==> config.mk <==
export PLATFORM = sky130hd
export DESIGN_NAME = mac_acc_unit
export DESIGN_NICKNAME = d
export VERILOG_FILES = /design/src/rtl/mac_pkg.sv /design/src/rtl/mac_mult.sv /design/src/rtl/mac_acc_reg.sv /design/src/rtl/mac_rd_flags.sv /design/src/rtl/mac_acc_unit.sv
export SDC_FILE = /design/constraint.sdc
export NUM_CORES = 1
export LEC_CHECK = 0
export ABC_AREA = 1
export BUFFER_PORTS_ARGS = -buffer_cell sky130_fd_sc_hd__buf_2
export CORE_MARGIN = 5
export CORE_UTILIZATION = 30
export CTS_CLUSTER_DIAMETER = 200
export DETAILED_ROUTE_END_ITERATION = 10
export PLACE_DENSITY = 0.44
export SYNTH_ARGS = -nofsm -noshare
export SYNTH_HDL_FRONTEND = slang
export SYNTH_SLANG_ARGS = --single-unit
==> constraint.sdc <==
create_clock -name clk_i -period 4.3 [get_ports clk_i]
set_input_delay 0.645 -clock clk_i [delete_from_list [all_inputs] [get_ports clk_i]]
set_output_delay 0.645 -clock clk_i [all_outputs]
set_load 0.005 [all_outputs]
==> src/rtl/mac_pkg.sv <==
`timescale 1ns/1ps
package mac_pkg;
  localparam int unsigned OP_W  = 16;
  localparam int unsigned HI_W  = 10;
  localparam int unsigned LO_W  = 32;
  localparam int unsigned BUS_W = 32;
  localparam int unsigned ACC_W = HI_W + LO_W;

  // flag update mask bit positions
  localparam int unsigned FLG_Z = 0;
  localparam int unsigned FLG_N = 1;
  localparam int unsigned FLG_V = 2;
  localparam int unsigned FLG_C = 3;

  typedef enum logic [1:0] {
    ACC_HOLD,
    ACC_CLEAR,
    ACC_LOAD,
    ACC_ADD
  } acc_op_e;
endpackage

==> src/rtl/mac_mult.sv <==
`timescale 1ns/1ps
module mac_mult #(
  parameter int unsigned OP_W  = 16,
  parameter int unsigned ACC_W = 42
) (
  input  logic [OP_W-1:0]  op_a_i,
  input  logic [OP_W-1:0]  op_b_i,
  output logic [ACC_W-1:0] prod_o
);
  localparam int unsigned PROD_W = 2 * OP_W;

  logic signed [PROD_W-1:0] prod;

  always_comb prod = $signed(op_a_i) * $signed(op_b_i);

  generate
    if (ACC_W > PROD_W) begin : g_ext
      assign prod_o = {{(ACC_W-PROD_W){prod[PROD_W-1]}}, prod};
    end else begin : g_trunc
      assign prod_o = prod[ACC_W-1:0];
    end
  endgenerate
endmodule

==> src/rtl/mac_acc_reg.sv <==
`timescale 1ns/1ps
module mac_acc_reg
  import mac_pkg::*;
#(
  parameter int unsigned HI_W  = 10,
  parameter int unsigned LO_W  = 32,
  parameter int unsigned BUS_W = 32,
  localparam int unsigned ACC_W = HI_W + LO_W
) (
  input  logic             clk_i,
  input  logic             rst_ni,
  input  logic             clr_i,
  input  logic             ld_i,
  input  logic             ld_sel_i,
  input  logic [BUS_W-1:0] ld_data_i,
  input  logic             acc_i,
  input  logic [ACC_W-1:0] prod_i,
  output logic [HI_W-1:0]  hi_o,
  output logic [LO_W-1:0]  lo_o
);
  acc_op_e          op;
  logic [HI_W-1:0]  hi_q, hi_d;
  logic [LO_W-1:0]  lo_q, lo_d;
  logic [ACC_W-1:0] sum;

  // priority: clear > load > accumulate
  always_comb begin
    if (clr_i)      op = ACC_CLEAR;
    else if (ld_i)  op = ACC_LOAD;
    else if (acc_i) op = ACC_ADD;
    else            op = ACC_HOLD;
  end

  assign sum = {hi_q, lo_q} + prod_i;

  always_comb begin
    hi_d = hi_q;
    lo_d = lo_q;
    unique case (op)
      ACC_CLEAR: begin
        hi_d = '0;
        lo_d = '0;
      end
      ACC_LOAD: begin
        if (ld_sel_i) hi_d = ld_data_i[HI_W-1:0];
        else          lo_d = ld_data_i[LO_W-1:0];
      end
      ACC_ADD: {hi_d, lo_d} = sum;
      default: ;
    endcase
  end

  always_ff @(posedge clk_i or negedge rst_ni) begin
    if (!rst_ni) begin
      hi_q <= '0;
      lo_q <= '0;
    end else begin
      hi_q <= hi_d;
      lo_q <= lo_d;
    end
  end

  assign hi_o = hi_q;
  assign lo_o = lo_q;
endmodule

==> src/rtl/mac_rd_flags.sv <==
`timescale 1ns/1ps
module mac_rd_flags
  import mac_pkg::*;
#(
  parameter int unsigned HI_W  = 10,
  parameter int unsigned LO_W  = 32,
  parameter int unsigned BUS_W = 32
) (
  input  logic [HI_W-1:0]  hi_i,
  input  logic [LO_W-1:0]  lo_i,
  input  logic             rd_i,
  input  logic             rd_sel_i,
  input  logic             ld_i,
  input  logic             clr_i,
  output logic [BUS_W-1:0] rd_data_o,
  output logic             flag_z_o,
  output logic             flag_n_o,
  output logic             flag_v_o,
  output logic             flag_c_o,
  output logic [3:0]       flag_upd_o
);
  logic [BUS_W-1:0] hi_ext;

  assign hi_ext    = {{(BUS_W-HI_W){hi_i[HI_W-1]}}, hi_i};
  assign rd_data_o = rd_sel_i ? hi_ext : lo_i;

  // status covers the full accumulator, not the selected half
  assign flag_z_o = ~(|hi_i) & ~(|lo_i);
  assign flag_n_o = hi_i[HI_W-1];
  assign flag_v_o = 1'b0;
  assign flag_c_o = 1'b0;

  always_comb begin
    flag_upd_o = '0;
    if (rd_i) begin
      flag_upd_o[FLG_Z] = 1'b1;
      flag_upd_o[FLG_N] = 1'b1;
      flag_upd_o[FLG_V] = 1'b1;
    end
    if (ld_i && !clr_i) begin
      flag_upd_o[FLG_V] = 1'b1;
      flag_upd_o[FLG_C] = 1'b1;
    end
  end
endmodule

==> src/rtl/mac_acc_unit.sv <==
`timescale 1ns/1ps
module mac_acc_unit
  import mac_pkg::*;
(
  input  logic             clk_i,
  input  logic             rst_ni,
  input  logic             clr_i,
  input  logic             ld_i,
  input  logic             ld_sel_i,
  input  logic [BUS_W-1:0] ld_data_i,
  input  logic             acc_i,
  input  logic [OP_W-1:0]  op_a_i,
  input  logic [OP_W-1:0]  op_b_i,
  input  logic             rd_i,
  input  logic             rd_sel_i,
  output logic [BUS_W-1:0] rd_data_o,
  output logic             flag_z_o,
  output logic             flag_n_o,
  output logic             flag_v_o,
  output logic             flag_c_o,
  output logic [3:0]       flag_upd_o
);
  logic [ACC_W-1:0] prod;
  logic [HI_W-1:0]  hi_q;
  logic [LO_W-1:0]  lo_q;

  mac_mult #(.OP_W(OP_W), .ACC_W(ACC_W)) u_mult (
    .op_a_i (op_a_i),
    .op_b_i (op_b_i),
    .prod_o (prod)
  );

  mac_acc_reg #(.HI_W(HI_W), .LO_W(LO_W), .BUS_W(BUS_W)) u_acc (
    .clk_i     (clk_i),
    .rst_ni    (rst_ni),
    .clr_i     (clr_i),
    .ld_i      (ld_i),
    .ld_sel_i  (ld_sel_i),
    .ld_data_i (ld_data_i),
    .acc_i     (acc_i),
    .prod_i    (prod),
    .hi_o      (hi_q),
    .lo_o      (lo_q)
  );

  mac_rd_flags #(.HI_W(HI_W), .LO_W(LO_W), .BUS_W(BUS_W)) u_rd (
    .hi_i       (hi_q),
    .lo_i       (lo_q),
    .rd_i       (rd_i),
    .rd_sel_i   (rd_sel_i),
    .ld_i       (ld_i),
    .clr_i      (clr_i),
    .rd_data_o  (rd_data_o),
    .flag_z_o   (flag_z_o),
    .flag_n_o   (flag_n_o),
    .flag_v_o   (flag_v_o),
    .flag_c_o   (flag_c_o),
    .flag_upd_o (flag_upd_o)
  );
endmodule

; ---- Yosys cells after proc, flatten, opt, wreduce, memory -nomap -nowiden
; Index checks and enable logic that the tools add are counted.
; W data, S select, Z words.
[totals]
register_bits = 42
inputBits = 72
out_inout_bits = 40
word_cells = 29
[op_classes]
n_mux = 10
n_addsub = 1
mul = 1
reduce_logical = 7
n_bitwise = 3
eq_ne = 5
[op_table]
columns = op, count
row1 = $pmux W32 S3, 1
row2 = $mux W32, 2
row3 = $add A42 B42 Y42, 1
row4 = $mul A16 B16 Y32, 1
row5 = $reduce_or A32 Y1, 1
row6 = $pmux W10 S3, 1
row7 = $mux W10, 1
row8 = $reduce_or A10 Y1, 1
row9 = $mux W2, 4
row10 = $eq A2 B2 Y1 const B, 2
row11 = $ne A2 B2 Y1 const B, 2
row12 = $reduce_and A2 Y1, 2
row13 = $mux W3, 1
row14 = $reduce_bool A3 Y1, 1
row15 = $eq A2 B1 Y1 const B, 1
row16 = $not A1 Y1, 2
row17 = $and A1 B1 Y1, 1
row18 = $logic_and A1 B1 Y1, 1
row19 = $logic_not A1 Y1, 1

; ---- Longest topological paths before layout
[logic_depth]
depth_word = 6
ltp_mapped = 44
depth_no_buf = 42

; ---- Cells and area by module
; A second synthesis with hierarchy kept.
[unflattened]
cells_unflattened = 2501
hier_area_um2 = 16657.2
[modules_own_cells]
columns = mod, cells_per_inst, area_per_inst_um2, n_inst, seq_area_each_um2
row1 = mac_mult, 1435, 10816.6, 1, 0.0
row2 = mac_acc_reg, 940, 5267.6, 1, 1051.0
row3 = mac_rd_flags, 126, 573.0, 1, 0.0

; ---- Worst setup path after synthesis
; OpenSTA, ideal clock, no wires.
[synth_timing]
path_type = in2reg
startpoint = input port op_b_i[5]
endpoint = register u_acc.hi_q[9], in the netlist u_acc.hi_o[9]
t_arrival_ps = 7250
required_time_ps = 4183
n_path_buf = 2
cell_stages = 35
setup_slack_ps = -3066
setup_time_ps = 117
cell_sequence = clkbuf_1 > clkbuf_1 > nand2_1 > fa_1 > inv_1 > fa_1 > fa_1 > fa_1 > inv_1 > fa_1 > fa_1 > inv_1 > ha_1 > nand2_1 > nor2_1 > nand3_1 > nor2_1 > nand2_1 > inv_1 > nor2_1 > nand2_1 > nand2_1 > ha_1 > nand2_1 > nor2_1 > nand2_1 > nor2_1 > and3_1 > nand2_1 > nand3_1 > nand3_1 > nand3_1 > nand2_1 > nand2_1 > nand2_1
[synth_via]
elab_chain_len = 3
[synth_lines]
columns = item, line
row1 = start: declaration, mac_acc_unit.sv:13  ; input logic [OP_W-1:0] op_b_i,
row2 = $mul A16 B16 Y32, mac_mult.sv:14  ; always_comb prod = $signed(op_a_i) * $signed(op_b_i);
row3 = $add A42 B42 Y42, mac_acc_reg.sv:34  ; assign sum = {hi_q, lo_q} + prod_i;
row4 = $pmux W10 S3, mac_acc_reg.sv:39  ; unique case (op)
row5 = end signal: assignment, mac_acc_reg.sv:58  ; hi_q <= hi_d;
row6 = end: declaration, mac_acc_reg.sv:22  ; logic [HI_W-1:0] hi_q, hi_d;
; No other way between the ends.
; A chain may end at the register's enable or synchronous reset.

; ---- Worst setup path after layout
[layout_timing]
startpoint = input port op_b_i[11]
endpoint = register u_acc.hi_q[1], in the netlist u_acc.hi_o[1]
; The elaborated chain is that of the path after synthesis.

==> summary.md <==
| Metric | Value |
|---|---|
| Status | `complete, but fails checks` |
| Violated checks | `negative setup slack` |
| Leading post-synthesis cells by cell area | `fa_1 33%, nand2_1 15%, inv_1 13%` |
| Warning count from the yosys run | `0` |
| Wire length per cell | `roughly 17 microns` |
| Combinational family with the most area after synthesis | `adder cells` |
| RSZ-0062 raised after global routing | `true` |
| Core Region | `52300 sq um` |
| Setup-failing EPs final | `36` |
| Die H | `about 240 microns` |
| Netlist cell types | `44` |
| Initial antenna violation count | `0` |
| Asr flop ratio synth | `100%` |
| Slowest library cell on the worst path | `fa_1` |
| Post-synthesis compound-gate area fraction | `9.25%` |
| Startpoint Class | `primary input` |
| Syn-to-layout area delta | `58.7%` |
| Root Driver | `clkbuf_16` |
| Final HPWL DP | `48.1 mm` |
| Dominant synthesized flop cell | `dfrtp_1` |
| Die Area | `around 57000 sq um` |
| Final Worst Setup Slack | `-2.76 ns` |
| Num CTS Buffers | `5` |
| Row cnt | `between 80 and 90` |
| Slew HR | `~27%` |
| Final WL | `approximately 57 mm` |
| Clk_lat worst skew | `0.31 ns` |
| Initial DRC Count | `613` |
| Number of remaining DRC errors | `0` |
| Worst setup EP type | `register` |
| Antenna cell count | `0` |
| Largest net degree at the start of global routing | `51` |
| Via count | `~16000` |
| CTS tree | `done` |
| FF+latch count, synth | `42` |
| Number of H-tree levels | `2` |
| Layout cells sized above 1 | `between 40% and 50%` |
| CTS sink cnt | `between 40 and 50` |
| Post-synthesis sequential area ratio | `under 10%` |
| Final period utilization | `164%` |
| Synthesized cell area | `between 15000 and 20000 sq um` |
| Fillcell total | `just over 5000` |
| Final slew viol count | `0` |
| Port bufs | `109` |
| Commonest cells after routing, fill and taps aside | `476 x nand2_1, 474 x inv_1, 336 x buf_4` |
| Gr ovfl total | `0` |
| Max Cap Viol | `0` |
| Synth Area in XOR/XNOR | `approximately 2.3%` |
| Gate Count Post-Synth | `between 2000 and 2500` |
| Adder-cell share of the synthesized area | `between 40 and 50%` |
| Hold Vio Cnt, Final | `0` |
| GRT Total Usage | `20.0%` |
| Worst EP arrival | `7.26 ns` |
| Cell accounting for the most synthesized area | `fa_1` |
| Vias in the first global route | `17100` |
| Cell mode on critical path | `buf_6` |
| Drt pass-1 iters | `5` |
| First-pass GRT wire length | `slightly above 90 mm` |
| Avg Cell Area, Syn | `between 6 and 7 sq um` |
| Via/cell ratio | `around 4.6` |
| Worst slew pin tran | `roughly 1.1 ns` |
| Biggest cell delay along the critical path | `roughly 0.57 ns` |
| WP data required | `roughly 4.5 ns` |
| Commonest non-fill, non-tap cell in the layout | `nand2_1` |
| Ports | `between 100 and 150` |
| Multiplexer share of the synthesized area | `less than 1%` |
| Critical-path maximum fanout | `7` |
| Crit path kind | `in2reg` |
| Min-delay worst type | `in2async` |
| Gpl congestion | `roughly 0.90` |
| Die width | `240 microns` |
| Fin crit period | `~7.1 ns` |
| Clk_skew | `0.0184 ns` |
| Post-synth EDFFs | `0` |
| Clock Path Buffers | `2` |
| Achievable clock frequency | `0.142 GHz` |
| TNS Setup | `-81.68 ns` |
| Yosys top cell area share | `about 33%` |
| Detail Route Antenna Nets | `0` |
| Starting Density | `between 30% and 40%` |
| Worst-path clk slew | `0.08 ns` |
| Nets@finish | `between 3000 and 4000` |
| Synth Area in Simple Gates | `around 23%` |
-- critical path, delay by kind of cell --
| family | cells | cell delay (ns) |
|---|---|---|
| xor+xnor | 1 | 0.11 |
| simple gates | 17 | 1.55 |
| buf+inv | 12 | 1.23 |
| fa+ha+maj | 8 | 3.68 |
| compound gates | 1 | 0.07 |
-- kinds of logic (layout without fill, tap and decap cells) --
family          count (synthesis)  in the layout
mux                             1              1
xor+xnor                       41             41
simple gates                  877            877
buf+inv                       651           1137
other cells                     1              2
flops                          42             42
fa+ha+maj                     391            391
compound gates                261            261
-- synthesized netlist by cell type (all sizes together), types with 2 or more instances --
cell and count:
o21ai 133, buf 11, nand2 628, and3 5, xnor2 16, or2 6
dfrtp 42, xor2 25, fa 263, a21boi 4, nand3 65, o211ai 2
inv 570, o21a 2, nor4 12, o21bai 7, nor2 137, ha 128
o22ai 4, nor3 14, a31oi 8, clkbuf 70, nand4 8, a21o 9
a21oi 89, a22oi 2
-- path summary, 6_finish.rpt --
check	startpoint	to	depth (start not counted)	slack, ns
max	op_b_i[11]	u_acc.hi_o[1]	39	-2.76
min	rst_ni	u_acc.lo_o[14]	1	0.54
max reg2reg	u_acc.lo_o[0]	u_acc.lo_o[28]	16	1.20
min reg2reg	u_acc.lo_o[28]	u_acc.lo_o[28]	2	0.59
max in group asynchronous	rst_ni	u_acc.lo_o[27]	1	3.06
min in group clk_i	u_acc.lo_o[28]	u_acc.lo_o[28]	2	0.59
-- final cells by class --
type	instances	area (sq um)	area share, %
clock inverter	3	68.8	0.274
clock buffer	5	125	0.499
multi-input combinational	1573	16100	64.2
timing repair buffer	559	4730	18.8
inverter	570	2160	8.60
sequential	42	1050	4.19
tap	688	861	3.43
-- per-stage QoR --
stage	std cells	util (%)	setup WS [ns]	instance area (sq um)	hold WS, ns
after global routing	3440	47.9	-2.99	25100	0.616
after CTS	3411	45.5	-2.72	23800	0.576
after floorplan	2266	-	-2.46	17200	0.349
after detailed placement	3334	39.1	-3.65	20500	0.566
after global placement	3334	39.1	-3.66	20500	0.579
final	3440	47.9	-2.76	25100	0.538
-- state kept, by name (all words and copies together) (netlist names) --
name and flops:
u_acc.hi_o 10, u_acc.lo_o 32
-- per-layer routing --
metal	GRT usage, %	vias up	routed length (microns)
met1	27.1	7765	25800
li1	-	7702	-
met2	34.5	257	28000
met3	1.54	79	1480
met5	0	-	0
met4	5.45	0	1710
-- what timing repair did --
action | CTS | global route
hold buffers | 0 | 0
gates cloned | 1 | 0
gates resized for setup | 619 | 246
setup endpoints to repair | 37 | 37
pin swaps | 266 | 167
setup buffers | 74 | 35
Power is left out: the tool's default activity adds up to more than one toggle a clock period on the data nets, which glitch-free logic cannot reach.
